==> src/rtl/cmt_pkg.sv <==
package cmt_pkg;
    localparam int PRE_W = 10;

    localparam logic [1:0] IDX_START = 2'd0;
    localparam logic [1:0] IDX_CTRL  = 2'd1;
    localparam logic [1:0] IDX_COUNT = 2'd2;
    localparam logic [1:0] IDX_CMP   = 2'd3;

    typedef enum logic [1:0] {
        WS_IDLE  = 2'd0,
        WS_ARMED = 2'd1,
        WS_READY = 2'd2
    } wsync_e;

    // Last prescaler count before a tick: divider 8 << (2*sel), minus one
    function automatic logic [PRE_W-1:0] tick_limit(input logic [1:0] sel);
        logic [PRE_W-1:0] d;
        d = PRE_W'(8) << {sel, 1'b0};
        return d - PRE_W'(1);
    endfunction
endpackage

==> src/rtl/cmt_prescale.sv <==
module cmt_prescale
    import cmt_pkg::*;
(
    input  logic       clk,
    input  logic       rst_n,
    input  logic [1:0] sel,
    output logic       tick
);
    logic [PRE_W-1:0] pre_q;
    logic [PRE_W-1:0] lim;

    always_comb begin
        lim  = tick_limit(sel);
        tick = (pre_q >= lim);
    end

    always_ff @(posedge clk or negedge rst_n) begin
        if (!rst_n)
            pre_q <= '0;
        else if (tick)
            pre_q <= '0;
        else
            pre_q <= pre_q + PRE_W'(1);
    end


    // tick_space_chk
    property p_tick_space;
        @(posedge clk) disable iff (!rst_n) tick |=> !tick;
    endproperty
    tick_space_chk: assert property (p_tick_space);
endmodule

==> src/rtl/cmt_wsync.sv <==
module cmt_wsync
    import cmt_pkg::*;
#(
    parameter int W = 32
) (
    input  logic         clk,
    input  logic         rst_n,
    input  logic         tick,
    input  logic         load,
    input  logic [W-1:0] load_val,
    output logic         apply,
    output logic [W-1:0] apply_val
);
    wsync_e       state_q, state_d;
    logic [W-1:0] pend_q;

    always_comb begin
        state_d = state_q;
        unique case (state_q)
            WS_IDLE:  if (load) state_d = WS_ARMED;
            WS_ARMED: if (load) state_d = WS_ARMED;
                      else if (tick) state_d = WS_READY;
            WS_READY: if (load) state_d = WS_ARMED;
                      else if (tick) state_d = WS_IDLE;
            default:  state_d = WS_IDLE;
        endcase
    end

    always_ff @(posedge clk or negedge rst_n) begin
        if (!rst_n) begin
            state_q <= WS_IDLE;
            pend_q  <= '0;
        end else begin
            state_q <= state_d;
            if (load) pend_q <= load_val;
        end
    end

    always_comb begin
        apply     = tick && (state_q == WS_READY) && !load;
        apply_val = pend_q;
    end


    // arm_on_load_chk
    property p_arm_on_load;
        @(posedge clk) disable iff (!rst_n) load |=> (state_q == WS_ARMED);
    endproperty
    arm_on_load_chk: assert property (p_arm_on_load);
endmodule

==> src/rtl/cmt_counter.sv <==
module cmt_counter #(
    parameter int W = 32
) (
    input  logic         clk,
    input  logic         rst_n,
    input  logic         tick,
    input  logic         run,
    input  logic [W-1:0] cmp,
    input  logic         apply,
    input  logic [W-1:0] apply_val,
    output logic [W-1:0] cnt,
    output logic         match
);
    always_comb match = tick && run && (cnt == cmp);

    always_ff @(posedge clk or negedge rst_n) begin
        if (!rst_n)
            cnt <= '0;
        else if (apply)
            cnt <= apply_val;
        else if (match)
            cnt <= '0;
        else if (tick && run)
            cnt <= cnt + W'(1);
    end


    // idle_hold_chk
    property p_idle_hold;
        @(posedge clk) disable iff (!rst_n) !tick |=> $stable(cnt);
    endproperty
    idle_hold_chk: assert property (p_idle_hold);


    // halt_hold_chk
    property p_halt_hold;
        @(posedge clk) disable iff (!rst_n) (tick && !run && !apply) |=> $stable(cnt);
    endproperty
    halt_hold_chk: assert property (p_halt_hold);


    // wrap_zero_chk
    property p_wrap_zero;
        @(posedge clk) disable iff (!rst_n)
            (tick && run && !apply && (cnt == cmp)) |=> (cnt == '0);
    endproperty
    wrap_zero_chk: assert property (p_wrap_zero);
endmodule

==> src/rtl/cmt_channel.sv <==
module cmt_channel
    import cmt_pkg::*;
#(
    parameter int WIDE   = 1,
    parameter int CH_BIT = 2,
    parameter int ADDR_W = 4,
    parameter int BUS_W  = 32
) (
    input  logic              clk,
    input  logic              rst_n,
    input  logic              wr_en,
    input  logic [ADDR_W-1:0] addr,
    input  logic [BUS_W-1:0]  wdata,
    output logic [BUS_W-1:0]  rdata,
    output logic              irq
);
    localparam int CW     = (WIDE != 0) ? 32 : 16;
    localparam int FLAG_B = (WIDE != 0) ? 15 : 7;
    localparam int IE_B   = (WIDE != 0) ? 5 : 6;
    localparam int OVR_B  = 14;
    localparam int IDX_LO = (WIDE != 0) ? 2 : 1;

    logic [1:0]    idx;
    logic          wr_start, wr_ctrl, wr_count, wr_cmp;
    logic [CW-1:0] start_q, cmp_q, cnt;
    logic [1:0]    cks_q;
    logic          ie_q, flag_q, ovr_q;
    logic          tick, match, apply, run;
    logic [CW-1:0] apply_val;

    always_comb begin
        idx      = addr[IDX_LO +: 2];
        wr_start = wr_en && (idx == IDX_START);
        wr_ctrl  = wr_en && (idx == IDX_CTRL);
        wr_count = wr_en && (idx == IDX_COUNT);
        wr_cmp   = wr_en && (idx == IDX_CMP);
        run      = start_q[CH_BIT];
    end

    cmt_prescale u_pre (
        .clk  (clk),
        .rst_n(rst_n),
        .sel  (cks_q),
        .tick (tick)
    );

    cmt_wsync #(.W(CW)) u_wsync (
        .clk      (clk),
        .rst_n    (rst_n),
        .tick     (tick),
        .load     (wr_count),
        .load_val (wdata[CW-1:0]),
        .apply    (apply),
        .apply_val(apply_val)
    );

    cmt_counter #(.W(CW)) u_cnt (
        .clk      (clk),
        .rst_n    (rst_n),
        .tick     (tick),
        .run      (run),
        .cmp      (cmp_q),
        .apply    (apply),
        .apply_val(apply_val),
        .cnt      (cnt),
        .match    (match)
    );

    always_ff @(posedge clk or negedge rst_n) begin
        if (!rst_n) begin
            start_q <= '0;
            cmp_q   <= '1;
            cks_q   <= '0;
            ie_q    <= 1'b0;
            flag_q  <= 1'b0;
        end else begin
            if (wr_start) start_q <= wdata[CW-1:0];
            if (wr_cmp)   cmp_q   <= wdata[CW-1:0];
            if (wr_ctrl) begin
                cks_q <= wdata[1:0];
                ie_q  <= wdata[IE_B];
            end
            if (match)
                flag_q <= 1'b1;
            else if (wr_ctrl)
                flag_q <= flag_q & wdata[FLAG_B];
        end
    end

    generate
        if (WIDE != 0) begin : g_ovr
            always_ff @(posedge clk or negedge rst_n) begin
                if (!rst_n)
                    ovr_q <= 1'b0;
                else if (match && flag_q)
                    ovr_q <= 1'b1;
                else if (wr_ctrl)
                    ovr_q <= ovr_q & wdata[OVR_B];
            end
        end else begin : g_no_ovr
            always_comb ovr_q = 1'b0;
        end
    endgenerate

    always_comb begin
        rdata = '0;
        unique case (idx)
            IDX_START: rdata = BUS_W'(start_q);
            IDX_CTRL: begin
                rdata[1:0]    = cks_q;
                rdata[IE_B]   = ie_q;
                rdata[FLAG_B] = flag_q;
                if (WIDE != 0) rdata[OVR_B] = ovr_q;
            end
            IDX_COUNT: rdata = BUS_W'(cnt);
            IDX_CMP:   rdata = BUS_W'(cmp_q);
            default:   rdata = '0;
        endcase
        irq = flag_q & ie_q;
    end


    // start_keep_chk
    property p_start_keep;
        @(posedge clk) disable iff (!rst_n) (wr_en && (idx != IDX_START)) |=> $stable(start_q);
    endproperty
    start_keep_chk: assert property (p_start_keep);


    // flag_clear_chk
    property p_flag_clear;
        @(posedge clk) disable iff (!rst_n) (wr_ctrl && !wdata[FLAG_B] && !match) |=> !flag_q;
    endproperty
    flag_clear_chk: assert property (p_flag_clear);


    // flag_set_chk
    property p_flag_set;
        @(posedge clk) disable iff (!rst_n) match |=> flag_q;
    endproperty
    flag_set_chk: assert property (p_flag_set);
endmodule

==> config.mk <==
export PLATFORM = sky130hd
export DESIGN_NAME = cmt_channel
export DESIGN_NICKNAME = d
export VERILOG_FILES = /design/src/rtl/cmt_pkg.sv /design/src/rtl/cmt_prescale.sv /design/src/rtl/cmt_wsync.sv /design/src/rtl/cmt_counter.sv /design/src/rtl/cmt_channel.sv
export SDC_FILE = /design/constraint.sdc
export NUM_CORES = 1
export LEC_CHECK = 0
export BUFFER_PORTS_ARGS = -buffer_cell sky130_fd_sc_hd__buf_2
export CELL_PAD_IN_SITES_DETAIL_PLACEMENT = 1
export CELL_PAD_IN_SITES_GLOBAL_PLACEMENT = 1
export CORE_MARGIN = 3
export CORE_UTILIZATION = 50
export CTS_BUF_LIST = sky130_fd_sc_hd__clkbuf_8
export CTS_CLUSTER_DIAMETER = 30
export CTS_CLUSTER_SIZE = 16
export DETAILED_ROUTE_END_ITERATION = 10
export MAX_ROUTING_LAYER = met4
export PLACE_DENSITY = 0.82
export REMOVE_ABC_BUFFERS = 1
export SLEW_MARGIN = 30
export SYNTH_ARGS = -nofsm -noshare
export SYNTH_HDL_FRONTEND = slang
export SYNTH_HIERARCHICAL = 1
export SYNTH_SLANG_ARGS = --single-unit
==> constraint.sdc <==
create_clock -name clk -period 4.02 [get_ports clk]
set_input_delay 0.402 -clock clk [delete_from_list [all_inputs] [get_ports clk]]
set_output_delay 0.402 -clock clk [all_outputs]
set_load 0.02 [all_outputs]
# Yosys cells after proc, flatten, opt, wreduce, memory -nomap -nowiden
# Cells that the tools add are included.
[totals]
regBits = 145
latchBits = 0
mem_bits_rw = 0
rom_bits = 0
input_bits = 39
out_inout_bits = 33
elab_cells = 63
mem_count = 0
[op_classes]
n_addsub = 3
multipliers = 0
div_mod_pow = 0
magnitude_cmp = 1
n_eq_ne = 9
n_shift = 1
mux = 20
n_bitwise = 3
n_reduce_logical = 16
[ops]
columns = ["operator", "count"]
rows = [
  ["32-bit two-way mux", 3],
  ["16-bit one-hot mux with 3 select lines", 1],
  ["32-bit by 1-bit adder with 32-bit output, second input constant", 1],
  ["32-bit equality test", 1],
  ["8-bit one-hot mux with 3 select lines", 1],
  ["2-bit one-hot mux with 4 select lines", 2],
  ["10-bit by 1-bit adder with 10-bit output, second input constant", 1],
  ["10-bit >= comparator", 1],
  ["10-bit two-way mux", 1],
  ["2-bit two-way mux", 5],
  ["4-bit by 3-bit << shifter with 10-bit output, first input constant", 1],
  ["10-bit by 1-bit subtractor with 10-bit output, second input constant", 1],
  ["1-bit logical AND", 9],
  ["3-bit one-hot mux with 3 select lines", 1],
  ["2-bit equality test, second input constant", 3],
  ["3-bit by 1-bit != test with 1-bit output, second input constant", 2],
  ["2-bit one-hot mux with 3 select lines", 1],
  ["2-bit by 1-bit equality test with 1-bit output, second input constant", 2],
  ["2-bit logical NOT", 2],
  ["1-bit two-way mux", 4],
  ["1-bit one-hot mux with 4 select lines", 1],
  ["2-bit nonzero test", 2],
  ["1-bit AND", 3],
  ["3-bit AND reduction", 1],
  ["3 further kinds", 3],
]

# Depth between registers and ports, before layout
[depth]
word_depth = 7
mapped_depth = 15
depth_no_buf = 13

# By module
# The synthesis kept the hierarchy.
[modules_own_cells]
columns = ["module", "instances", "cells_each", "area_each_um2", "seq_area_each_um2"]
rows = [
  ["cmt_channel", 1, 222, 3375.7, 1766.7],
  ["cmt_counter", 1, 306, 2612.5, 800.8],
  ["cmt_wsync", 1, 76, 1427.6, 850.8],
  ["cmt_prescale", 1, 67, 628.1, 250.2],
]

# Least setup slack after synthesis
# Ideal clock, no wire load.
[synth_path]
kind = "register to register"
start = "reg cks_q[1]"
end = "reg u_cnt.cnt[30]"
setup_time_ps = 120
t_arrival_ps = 3046
required_ps = 3900
slack_ps = 854
stages_incl_launch_ff = 15
path_buffers = 2
synth_period_minus_slack_ps = 3166
path_cell_list = "dfrtp_1 > or2_2 > ha_1 > ha_1 > nand3_1 > a211o_1 > o211ai_2 > buf_6 > and2_1 > nand2_1 > nor4_2 > a31oi_1 > buf_2 > a22o_1 > a31o_1"
[synth_via]
elab_chain_cells = 7
elab_cells_between_ends = 10
cone_classes = "add/sub (1); order compare (1); shift (1); mux (2); reduce/logical (5)"
[synth_rtl]
columns = ["item", "line_no", "source"]
rows = [
  ["from (decl)", "cmt_channel.sv:26", "logic [1:0] cks_q;"],
  ["from (signal assigned)", "cmt_channel.sv:80", "cks_q <= wdata[1:0];"],
  ["4-bit by 3-bit << shifter with 10-bit output (*)", "cmt_pkg.sv:18", "d = PRE_W'(8) << {sel, 1'b0};"],
  ["10-bit by 1-bit subtractor with 10-bit output (*)", "cmt_pkg.sv:19", "return d - PRE_W'(1);"],
  ["10-bit >= comparator (*)", "cmt_prescale.sv:14", "tick = (pre_q >= lim);"],
  ["net tick", "cmt_channel.sv:28", "logic tick, match, apply, run;"],
  ["1-bit logical AND", "cmt_counter.sv:14, cmt_counter.sv:23", ""],
  ["1-bit logical AND", "cmt_counter.sv:14", "always_comb match = tick && run && (cnt == cmp);"],
  ["32-bit two-way mux", "cmt_counter.sv:21", "else if (match)"],
  ["32-bit two-way mux", "cmt_counter.sv:19", "else if (apply)"],
  ["to (signal assigned)", "cmt_counter.sv:20", "cnt <= apply_val;"],
  ["to (signal assigned)", "cmt_counter.sv:24", "cnt <= cnt + W'(1);"],
  ["to (decl)", "cmt_counter.sv:11", "output logic [W-1:0] cnt,"],
]
# Mark *: on every way through the listed nets, which the timed path passes. The rest lies on a longest branch.
# A chain may end at the register's enable or synchronous reset.

# Final worst setup path
[layout_path]
start = "reg cks_q[1]"
end = "reg u_cnt.cnt[20]"
# The elaborated chain is that of the path after synthesis.

==> flow_summary.toml <==
[status]
outcome = "finished, violations left"
violations = "negative hold slack"

[floorplan]
fp.coreArea_mm2 = 0.0155
dieArea_mm2 = 0.0176
ioPinCount = 72
row_count = 45
start_util_pct = 52.0
die_h_um = 133
die_x_um = 133

[route]
drt-pass1-iter-count = 5
drt_wl_total_um = 22300
drtAntennaViolNets = 0
drc = 0
vias = 5834
via_per_inst = 6.08
avgRoutedWirePerCell_um = 23.2
drtIter0Drc = 504

[setup_path]
reg2reg_depth = 13
critPathSlowestCell = "dfrtp_1"
crit_fanout = 8
r2r_slack_ns = 0.34
cp_cell_sequence = "or2_2 > ha_1 > ha_1 > o21ai_0 > o21ba_2 > o211ai_2 > and2_1 > nand2_1 > nor4_2 > a31oi_1 > buf_4 > a32o_1 > a31o_2"
cpPeakStageDelay_ns = 0.46
worst_setup_path_end_kind = "flop"
required_ns = 4.39
crit_top_cell = "ha_1"
worst_setup_path_start_kind = "flop"
critPathArrivalTime_ns = 4.05
rr_startpoint = "cks_q[1]"
rr_endpoint = "u_cnt/cnt[20]"
critPathKind = "reg2reg"

[timing]
skew_ns = 0.0138
slew_headroom_pct = 45.7
worst_slew_pin_slew_ns = 0.814
finalSetupTns_ns = 0
drv_slew = 0
period_share_pct = 91.6
fmax_ghz = 0.271
rsz0062_at_grt = "false"
finalHoldViolations = 10
hold_ws_ns = -0.0338
period_needed_ns = 3.68
setup_viol = 0

[global_route]
grt_overflow = 0
grt_pass1_vias = 6464
grt_max_degree = 98
grt_pass1_wl_um = 35800
grt_usage_pct = 26.4
grt_antenna_before_repair = 0

[synthesis]
synth_cells = 671
synth_area_per_cell_um2 = 12.0
synth_warnings = 6
yosys_register_bits = 145
ys_types = 76
synth_async_sr_flop_share_pct = 100
syn_area_mm2 = 0.00804
synth-edff-count = 0
synth.top_cell.area_share_pct = 35.2
synth_ff_type = "dfrtp_1"
synth_top_cell_by_area = "dfrtp_1"
synth_area_leaders = "dfrtp_1 (35%), mux2_2 (13%), dfstp_2 (10%)"
yosysSeqAreaShare_pct = 45.6

[clock_tree]
cts_buffer_depth = 2
path_clk_slew_ns = 0.08
root_buffer = "clkbuf_8"
cts_tree = "done"
htree_levels = 4
clk_latency_ns = 0.47
cts_sinks = 145
post_cts_buffers = 0
numCtsBuffers = 17

[power_and_ir_drop]
vdd_drop_max_mv = 0.301
leakage_nw = 3.81
powerDensity_mw_per_mm2 = 469

[final_layout]
num_antenna_cells = 0
final_common_cell = "dfrtp_1"
syn_to_final_growth_pct = 11.2
layout_common_cells = "dfrtp_1 (113), mux2_2 (95), buf_2 (68)"
fin_nets = 783
layout-drive-gt1-share_pct = 39.5
fillers = 1641
postLayoutCellArea_mm2 = 0.00895

[run]
cap_viol_max_count = 0

[placed_design]
dpl_cell_area_mm2 = 0.00850
gp_congestion = 0.902
hpwl_um = 15000
port_buffers = 69

[worst_hold_path]
worstHoldPathType = "in2async"
-- worst max-delay path: cells and delay by family (launching register included) --
family                     cells  cell delay, ns
AOI/OAI and AO/OA              6            1.32
and+or+nand+nor                4            0.93
adders and majority gates      2            0.59
DFF                            1            0.46
buffers and inverters          1            0.27
-- power breakdown --
group,leakage (nW),switching [mW],total [mW],internal (mW)
Clock,0.237,0.585,1.30,0.719
Sequential,1.69,0.236,1.99,1.75
Combinational,1.88,0.448,0.906,0.458
Total,3.81,1.27,4.19,2.93
-- through the flow --
| step | total power, mW | utilization, % | std cells | hold slack [ns] | setup slack (ns) |
|---|---|---|---|---|---|
| 5_1_grt | 4.40 | 57.8 | 960 | 0.0561 | 0.116 |
| 3_5_place_dp | 2.90 | 54.9 | 928 | 0.475 | 0.398 |
| 4_1_cts | 4.22 | 57.7 | 960 | 0.0461 | 0.338 |
| 2_1_floorplan | 2.55 | - | 631 | 0.106 | 0.0520 |
| 6_report | 4.19 | 57.8 | 960 | -0.0338 | 0.337 |
| 3_3_place_gp | 2.83 | 54.9 | 928 | 0.445 | 0.515 |
-- synthesized netlist by cell type (6+ instances only) --
library cell and instances:
mux2_2 95, dfrtp_1 113, nand4_1 19, dfstp_2 32, nand3_1 16, a21oi_1 14, ha_1 8, nand2_1 41
clkbuf_1 10, mux2_4 27, buf_6 11, buf_2 13, inv_1 11, and3_1 6, a22o_1 32, nor2_1 28
nor3_1 14, xnor2_1 38, a2bb2oi_1 6, xor2_1 8, o31ai_1 6, o21ai_0 12
-- cells by family after synthesis --
family | after synthesis | synth area share (%)
xor gates and xnor gates | 46 | 5.01
muxes | 133 | 20.5
buffers and inverters | 52 | 4.39
DFF | 145 | 45.6
other | 1 | 0.0466
adders and majority gates | 8 | 1.24
and+or+nand+nor | 171 | 12.3
AOI/OAI and AO/OA | 115 | 10.9
-- final cells by class --
cell class / instances / area, um2 / area share [%]
clock buffer: 20 / 275 / 3.08
clock inverter: 12 / 164 / 1.83
inverter: 12 / 45.0 / 0.503
multi-input combinational: 474 / 4040 / 45.1
sequential: 145 / 3670 / 41.0
tap: 211 / 264 / 2.95
timing repair buffer: 86 / 494 / 5.52
-- flip-flops by register name, summed over array words and instances (netlist names) --
signal	cells
u_wsync/apply_val	32
ovr_q	1
u_cnt/cnt	32
u_pre/pre_q	10
cks_q	2
start_q	32
cmp_q	32
flag_q	1
ie_q	1
u_wsync/state_q	2
-- timing repair --
item                                    CTS  global route
endpoints found under the setup margin    0             1
hold buffers                              0             0
gates resized for setup                   0             1
-- per-layer routing --
metal | wire length, um | GRT usage, % | share of wire [%] | vias to the layer above
met5 | 0 | - | 0 | -
met4 | 408 | 7.39 | 1.8 | 0
met3 | 969 | 5.63 | 4.4 | 33
met2 | 11300 | 43.8 | 51 | 161
met1 | 9560 | 32.8 | 43 | 3027
li1 | - | - | - | 2613
-- how the worst max path moves through the flow --
| stage | startpoint | to | slack, ns | cells after the start |
|---|---|---|---|---|
| after CTS | cks_q[1] | u_cnt/cnt[21] | 0.34 | 12 |
| after detailed placement | cks_q[1] | u_cnt/cnt[21] | 0.40 | 12 |
| after global routing | cks_q[1] | u_cnt/cnt[20] | 0.12 | 13 |
| after floorplan | cks_q[1] | u_cnt/cnt[28] | 0.05 | 11 |
| after global placement | cks_q[1] | u_cnt/cnt[21] | 0.51 | 12 |
| final | cks_q[1] | u_cnt/cnt[20] | 0.34 | 13 |
(Power assumes the default switching activity.)
